## src/rtl/rowbus_pkg.sv

```systemverilog
package rowbus_pkg;
    typedef enum logic [0:0] {
        ROW_IDLE  = 1'b0,
        ROW_ARMED = 1'b1
    } row_state_e;
endpackage

```

## src/rtl/rowbus_decoder.sv

```systemverilog
module rowbus_decoder #(
    parameter int ROWS = 4,
    localparam int AW = (ROWS > 1) ? $clog2(ROWS) : 1
) (
    input  logic [AW-1:0]   addr,
    input  logic            sel_n,
    input  logic            rd_wr_n,
    output logic [ROWS-1:0] we_strb_n,
    output logic [ROWS-1:0] oe_strb_n
);
    // one comparator per row; strobes idle high
    for (genvar r = 0; r < ROWS; r++) begin : g_row
        logic hit;
        assign hit          = !sel_n && (addr == AW'(r));
        assign we_strb_n[r] = !(hit && !rd_wr_n);
        assign oe_strb_n[r] = !(hit && rd_wr_n);
    end
endmodule

```

## src/rtl/rowbus_row.sv

```systemverilog
module rowbus_row
    import rowbus_pkg::*;
#(
    parameter int W = 4
) (
    input  logic         clk,
    input  logic         rst_n,
    input  logic         we_n,
    input  logic         oe_n,
    input  logic [W-1:0] din,
    output logic [W-1:0] word,
    output logic         drive
);
    row_state_e   state_q, state_nx;
    logic         commit;
    logic [W-1:0] hold_q;
    logic [W-1:0] word_q;

    // state register
    always_ff @(posedge clk or negedge rst_n) begin
        if (!rst_n) state_q <= ROW_IDLE;
        else        state_q <= state_nx;
    end

    // next state and commit pulse
    always_comb begin
        state_nx = state_q;
        commit   = 1'b0;
        unique case (state_q)
            ROW_IDLE: begin
                if (!we_n) state_nx = ROW_ARMED;
            end
            ROW_ARMED: begin
                if (we_n) begin
                    state_nx = ROW_IDLE;
                    commit   = 1'b1;
                end
            end
            default: state_nx = ROW_IDLE;
        endcase
    end

    // storage: contents deliberately not reset
    always_ff @(posedge clk) begin
        if (!we_n)  hold_q <= din;
        if (commit) word_q <= hold_q;
    end

    assign word  = word_q;
    assign drive = !oe_n;


    commit_load_chk: assert property (@(posedge clk) disable iff (!rst_n)
        (state_q == ROW_ARMED && we_n) |=> (word_q == $past(hold_q)));

    idle_keep_chk: assert property (@(posedge clk) disable iff (!rst_n)
        (state_q == ROW_IDLE) |=> $stable(word_q));

    strobe_excl_chk: assert property (@(posedge clk) disable iff (!rst_n)
        (we_n || oe_n));
endmodule

```

## src/rtl/rowbus_merge.sv

```systemverilog
module rowbus_merge #(
    parameter int ROWS = 4,
    parameter int W    = 4
) (
    input  logic [ROWS-1:0][W-1:0] words,
    input  logic [ROWS-1:0]        drives,
    output logic [W-1:0]           dout,
    output logic                   dout_en
);
    always_comb begin
        dout = '0;
        for (int r = 0; r < ROWS; r++) begin
            if (drives[r]) dout = dout | words[r];
        end
    end
    assign dout_en = |drives;
endmodule

```

## src/rtl/rowbus_mem.sv

```systemverilog
module rowbus_mem #(
    parameter int ROWS = 4,
    parameter int W    = 4,
    localparam int AW  = (ROWS > 1) ? $clog2(ROWS) : 1
) (
    input  logic            clk,
    input  logic            rst_n,
    input  logic [AW-1:0]   addr,
    input  logic            sel_n,
    input  logic            rd_wr_n,
    input  logic [W-1:0]    bus_din,
    output logic [W-1:0]    bus_dout,
    output logic            bus_drive,
    output logic [ROWS-1:0] we_strb_n,
    output logic [ROWS-1:0] oe_strb_n
);
    logic [ROWS-1:0][W-1:0] row_words;
    logic [ROWS-1:0]        row_drives;

    rowbus_decoder #(.ROWS(ROWS)) u_dec (
        .addr      (addr),
        .sel_n     (sel_n),
        .rd_wr_n   (rd_wr_n),
        .we_strb_n (we_strb_n),
        .oe_strb_n (oe_strb_n)
    );

    for (genvar r = 0; r < ROWS; r++) begin : g_rows
        rowbus_row #(.W(W)) u_row (
            .clk   (clk),
            .rst_n (rst_n),
            .we_n  (we_strb_n[r]),
            .oe_n  (oe_strb_n[r]),
            .din   (bus_din),
            .word  (row_words[r]),
            .drive (row_drives[r])
        );
    end

    rowbus_merge #(.ROWS(ROWS), .W(W)) u_merge (
        .words   (row_words),
        .drives  (row_drives),
        .dout    (bus_dout),
        .dout_en (bus_drive)
    );


    desel_quiet_chk: assert property (@(posedge clk) disable iff (!rst_n)
        sel_n |-> (&we_strb_n && &oe_strb_n && !bus_drive));

    single_driver_chk: assert property (@(posedge clk) disable iff (!rst_n)
        $onehot0(~oe_strb_n));

    drive_on_read_chk: assert property (@(posedge clk) disable iff (!rst_n)
        bus_drive |-> (!sel_n && rd_wr_n));

    write_no_oe_chk: assert property (@(posedge clk) disable iff (!rst_n)
        (!sel_n && !rd_wr_n) |-> (&oe_strb_n && !bus_drive));

    released_zero_chk: assert property (@(posedge clk) disable iff (!rst_n)
        !bus_drive |-> (bus_dout == '0));
endmodule

```

## config.mk

```make
export PLATFORM = sky130hd
export DESIGN_NAME = rowbus_mem
export DESIGN_NICKNAME = d
export VERILOG_FILES = /design/src/rtl/rowbus_pkg.sv /design/src/rtl/rowbus_decoder.sv /design/src/rtl/rowbus_row.sv /design/src/rtl/rowbus_merge.sv /design/src/rtl/rowbus_mem.sv
export SDC_FILE = /design/constraint.sdc
export NUM_CORES = 1
export LEC_CHECK = 0
export BUFFER_PORTS_ARGS = -buffer_cell sky130_fd_sc_hd__buf_2
export CAP_MARGIN = 20
export CORE_MARGIN = 2
export CORE_UTILIZATION = 45
export DETAILED_ROUTE_END_ITERATION = 7
export PLACE_DENSITY_LB_ADDON = 0.3
export SYNTH_ARGS = -nofsm -noshare
export SYNTH_HDL_FRONTEND = slang
export SYNTH_SLANG_ARGS = --single-unit
```

## constraint.sdc

```tcl
create_clock -name clk -period 1.62 [get_ports clk]
set_input_delay 0.162 -clock clk [delete_from_list [all_inputs] [get_ports clk]]
set_output_delay 0.162 -clock clk [all_outputs]
set_load 0.01 [all_outputs]
```

==> flow_summary.ini, run 1 <==
[detailed_routing]
firstDrtPassIters = 4
drc_errors = 0
vias_per_cell = 5.08
routedWlPerCell_um = 14.8
route.vias.total = 711
wl_um = 2070
antenna_left = 0
drt_iter0_markers = 44

[logic_synthesis]
synth.ff_latch_count = 36
syn_nets = 93
synthTopCellsByArea = edfxtp_1, dfrtp_1, mux2i_1
syn-instance-count = 83
synth_seq_area_share_pct = 76.3
synth-warning-count = 0
syn_area_um2 = 1390
ys_types = 19
synth_area_leader_cell = edfxtp_1
synth_top_cell_area_share_pct = 69.1
syn_area_per_cell_um2 = 16.7

[run_status]
outcome = finished, final reports clean

[clocking]
cts_tree = yes
cts-htree-levels = 2
cts_resized = 0
cts.clk_slew.worst_paths_ns = 0.10
clockBufferDepth = 2
cts_root_buffer = clkbuf_4
cts_made_buffers = 5
cts_sinks = 36
cts_setup_buffers = 0
clk_latency_ns = 0.33

[setup_path]
worst-setup-path-type = reg -> out
cp-start-kind = flop
required_ns = 1.46
cp.arrival_ns = 1.17
end_kind = output port
crit_fanout = 1

[placed_design]
place_congestion = 0.768
hpwl_um = 1530
io_buffer_count = 22

[pwr]
p_leak_nw = 0.581
p_total_w = 0.00160
p_per_area_nw_per_um2 = 1030
vdd_ir_drop_max_mv = 0.674

[floorplan]
coreArea_um2 = 3000
die_width_um = 59.6
die_area_um2 = 3550
fp-row-count = 20
dieHeight_um = 59.6
io_pins = 23
start_util_pct = 46.3

[sta]
grt_setup_unrepaired = false
setup-violations-final = 0
setup_tns_ns = 0
final_max_slew_viol_count = 0
period_needed_ns = 1.33
clock_skew_ns = 0.00238
worstMarginPinSlew_ns = 0.459
max_clock_freq_mhz = 750
fin_crit_sh_pct = 82.3
hold_viol_final = 0
slew_headroom_pct = 69.2

[global_routing]
grt_util_all_layers_pct = 13.7
grt_max_degree = 13
grt_overflow = 0
antenna_found_initial = 0
grt_pass1_vias = 641
grt_pass1_wl_um = 3230

[cells_and_area]
syn_to_final_growth_pct = 12.2
multi_input_area_um2 = 233
fillerInstances = 261
num_antenna_cells = 0
regArea_um2 = 1060
drive_gt1_share_pct = 31.8
final_common_cell = edfxtp_1
final_cell_mix = edfxtp_1, buf_2, mux2i_1
fin_nets = 116

[min_path]
hp-class = in -> reg

[flow_run]
cap_violations = 0
==> metrics by stage <==
stage	area (um2)	setup slack [ns]	utilization [%]	std cells	hold WS, ns
2_1_floorplan	1390	0.0135	-	83	-0.134
3_3_place_gp	1490	0.342	49.6	131	-0.0154
3_5_place_dp	1490	0.313	49.6	131	-0.0133
4_1_cts	1560	0.262	51.9	140	0.0477
5_1_grt	1560	0.199	51.9	140	0.0567
6_report	1560	0.287	51.9	140	0.0643
==> cells by family after synthesis <==
logic type / after synthesis / share of synthesized area, %
mux: 8 / 5.76
simple gates: 19 / 8.73
buf+inv: 15 / 6.93
flops: 36 / 76.3
compound gates: 5 / 2.25
==> worst max-delay path: stages (launching register included) <==
cell	delay [ns]
edfxtp_1	0.40
mux2i_1	0.18
o22ai_1	0.11
buf_2	0.15
==> where the power goes <==
group / switching, W / total [W] / internal (W)
Combinational: 0.0000554 / 0.0000932 / 0.0000378
Sequential: 0.00000402 / 0.00103 / 0.00103
Clock: 0.000259 / 0.000473 / 0.000214
==> cells in the mapped netlist <==
cell type   n
nor2b_1     6
edfxtp_1   32
nor4_1      1
inv_1       4
nor2_1      2
buf_2       2
buf_6       1
nor4b_2     1
nand3_1     2
dfrtp_1     4
and3_1      1
buf_4       8
nand3b_1    1
a31oi_1     1
mux2i_1     8
nor4b_1     1
nand2_1     3
o22ai_1     4
or3b_4      1
==> registers in the layout, indices dropped and copies added, names as in the netlist <==
name                  cells
g_rows.u_row.state_q      4
g_rows.u_row.word        16
g_rows.u_row.hold_q      16
==> layout make-up <==
class / instances / area share (%)
Sequential cell: 36 / 68.1
Multi-Input combinational cell: 32 / 14.9
Timing Repair Buffer: 27 / 9.63
Clock buffer: 8 / 3.77
Tap cell: 33 / 2.65
Inverter: 4 / 0.963
==> worst paths after layout <==
| kind | from | to | slack, ns | depth (start not counted) |
|---|---|---|---|---|
| setup / recovery | g_rows[2].u_row.word[0]$_DFFE_PP_ | bus_dout[0] | 0.29 | 3 |
| hold / removal | bus_din[1] | g_rows[1].u_row.hold_q[1]$_DFFE_PP_ | 0.06 | 1 |
| setup reg to reg | g_rows[3].u_row.state_q$_DFF_PN0_ | g_rows[3].u_row.word[3]$_DFFE_PP_ | 0.55 | 2 |
| hold reg to reg | g_rows[0].u_row.hold_q[3]$_DFFE_PP_ | g_rows[0].u_row.word[3]$_DFFE_PP_ | 0.43 | 0 |
| max in group asynchronous | rst_n | g_rows[0].u_row.state_q$_DFF_PN0_ | 1.31 | 2 |
| min in group asynchronous | rst_n | g_rows[1].u_row.state_q$_DFF_PN0_ | 0.17 | 2 |
==> routing by layer <==
| metal | wire length (um) | track usage (%) | up-vias |
|---|---|---|---|
| met3 | 116 | 3.93 | 7 |
| li1 | - | - | 342 |
| met4 | 57 | 9.52 | 0 |
| met1 | 945 | 18.6 | 335 |
| met2 | 952 | 19.0 | 27 |
| met5 | 0 | 0 | - |
==> timing repair <==
action / 4_1_cts / 5_1_grt
endpoints found under the setup margin: 0 / 0
endpoints found under the hold margin: 4 / 0
hold buffers: 1 / 0
(Power assumes the default switching activity.)
==> inputs of run 2 (changes only) <==
clock period = 1.14 ns   (was 1.62 ns; I/O delays follow)
==> run 2 against run 1 <==
Net effect:
- the run now ends with setup timing left
- sequential power is 43% higher
- via count rose by 9.4%
- setup slack lost 0.43 ns
- non-clock buffer count grew 17
- count of clock-buffer cells in the layout fell by 2
- total power is 58% higher
- routed wire length increased by 9.1%
- critical path type unchanged
- largest cell class unchanged
- highest routed layer unchanged
==> flow_summary.ini, run 2 (synthesized netlist as in run 1, its figures left out) <==
[run_status]
outcome = complete, but fails checks
violations = setup timing

[detailed_routing]
wl_met1_um = 876
highest_layer = met4
routedWlPerCell_um = 14.4
wl_met3_um = 137
vias_per_cell = 4.96
drt_iter0_markers = 28
routed-wl-met2_um = 1150
drc_errors = 0
antenna_left = 0
route.vias.total = 778
firstDrtPassIters = 4
wl_um = 2260

[placed_design]
place_congestion = 0.796
hpwl_um = 1650
io_buffer_count = 22
dpl_cell_area_um2 = 1580
dp_cells = 138
post-place-ws_ns = -0.0304

[clocking]
cts_root_buffer = clkbuf_4
cts-htree-levels = 2
cts_made_buffers = 5
clk_latency_ns = 0.33
cts_sinks = 36
clockBufferDepth = 2
cts.clk_slew.worst_paths_ns = 0.10
cts_tree = yes

[floorplan]
dieHeight_um = 59.6
fp-row-count = 20
coreArea_um2 = 3000
io_pins = 23
die_width_um = 59.6
start_util_pct = 46.3
die_area_um2 = 3550

[pwr]
p_per_area_nw_per_um2 = 1430
vdd_ir_drop_max_mv = 0.746
p_leak_nw = 0.692

[min_path]
hp-class = in -> reg
worstHoldStart = bus_din[0]
hold_path_depth = 1
hold_path_end = g_rows[2].u_row.hold_q[0]$_DFFE_PP_

[setup_path]
reg2reg_from = g_rows[3].u_row.state_q$_DFF_PN0_
required_ns = 1.03
path_cells = mux2i_1, o22ai_1, buf_2
crit_start = g_rows[3].u_row.word[0]$_DFFE_PP_
end_kind = output port
worst-setup-path-type = reg -> out
timing.rr.end = g_rows[3].u_row.word[3]$_DFFE_PP_
cp.arrival_ns = 1.17
rr_worst_depth = 3
crit_fanout = 1
r2r_setup_slack_ns = 0.18
cp-start-kind = flop
critPathSlowestCell = edfxtp_1
max_stage_delay_ns = 0.38

[sta]
fin_crit_sh_pct = 112
max_clock_freq_mhz = 781
final_max_slew_viol_count = 0
slew_headroom_pct = 80.7
hold_viol_final = 0
period_needed_ns = 1.28
setup-violations-final = 5
finalWorstSetupSlack_ns = -0.141
grt_setup_unrepaired = true
clock_skew_ns = 0.00681
setup_tns_ns = -0.511
worstMarginPinSlew_ns = 0.287

[global_routing]
antenna_found_initial = 0
grt_util_all_layers_pct = 14.4
grt_overflow = 0
grt_pass1_wl_um = 3380
grt_pass1_vias = 714
grt_max_degree = 12

[flow_run]
cap_violations = 0

[cells_and_area]
fin_nets = 133
fillerInstances = 241
drive_gt1_share_pct = 42.7
num_antenna_cells = 0
final_common_cell = edfxtp_1
final_cell_mix = edfxtp_1, buf_2, buf_4
fin_util_pct = 58.9
fin_area_um2 = 1770
instances_no_fill = 157
syn_to_final_growth_pct = 27.3
run 2: through the flow:
step / total power [W] / hold WS, ns
2_1_floorplan: 0.00158 / -0.182
3_3_place_gp: 0.00165 / -0.0734
3_5_place_dp: 0.00166 / -0.0721
4_1_cts: 0.00253 / 0.000265
5_1_grt: 0.00263 / 0.00391
6_report: 0.00253 / 0.0235
run 2: per-layer routing:
| layer | vias to the layer above | track usage (%) |
|---|---|---|
| li1 | 377 | - |
| met1 | 361 | 14.6 |
| met2 | 32 | 23.5 |
| met3 | 8 | 5.68 |
| met4 | 0 | 11.1 |
| met5 | - | 0 |
run 2: power by group:
part	switching [W]	internal, W	leakage [nW]
sequential	0.00000665	0.00146	0.345
clock	0.000365	0.000515	0.0459
combinational	0.0000948	0.0000858	0.300
run 2: timing repair:
action | in CTS | in global routing
setup buffers | 0 | 7
pin swaps | 1 | 2
hold endpoints to repair | 4 | 7
hold buffers | 1 | 3
endpoints found under the setup margin | 5 | 7
gates resized for setup | 0 | 3
run 2: worst max-delay path: cells and delay by family (launching register included):
| kind | cells | cell delay [ns] |
|---|---|---|
| flops | 1 | 0.38 |
| mux | 1 | 0.20 |
| buf+inv | 1 | 0.15 |
| compound gates | 1 | 0.12 |
run 2: worst max-delay path by stage:
stage / cells past startpoint / slack, ns / to
4_1_cts: 3 / -0.16 / bus_dout[1]
5_1_grt: 3 / -0.21 / bus_dout[2]
6_report: 3 / -0.14 / bus_dout[0]
2_1_floorplan: 3 / 0.03 / g_rows[0].u_row.word[0]$_DFFE_PP_
3_5_place_dp: 4 / -0.03 / bus_dout[2]
3_3_place_gp: 3 / 0.006 / g_rows[1].u_row.hold_q[0]$_DFFE_PP_
run 2: area by class of cell:
class	count	area, um2	area share [%]
clock buffers	6	51.3	2.90
flip-flops and latches	36	1060	60.0
clock inverters	2	33.8	1.91
inverters	4	15.0	0.849
multi-input cells	32	279	15.8
well taps	33	41.3	2.33
repair buffers	44	288	16.3
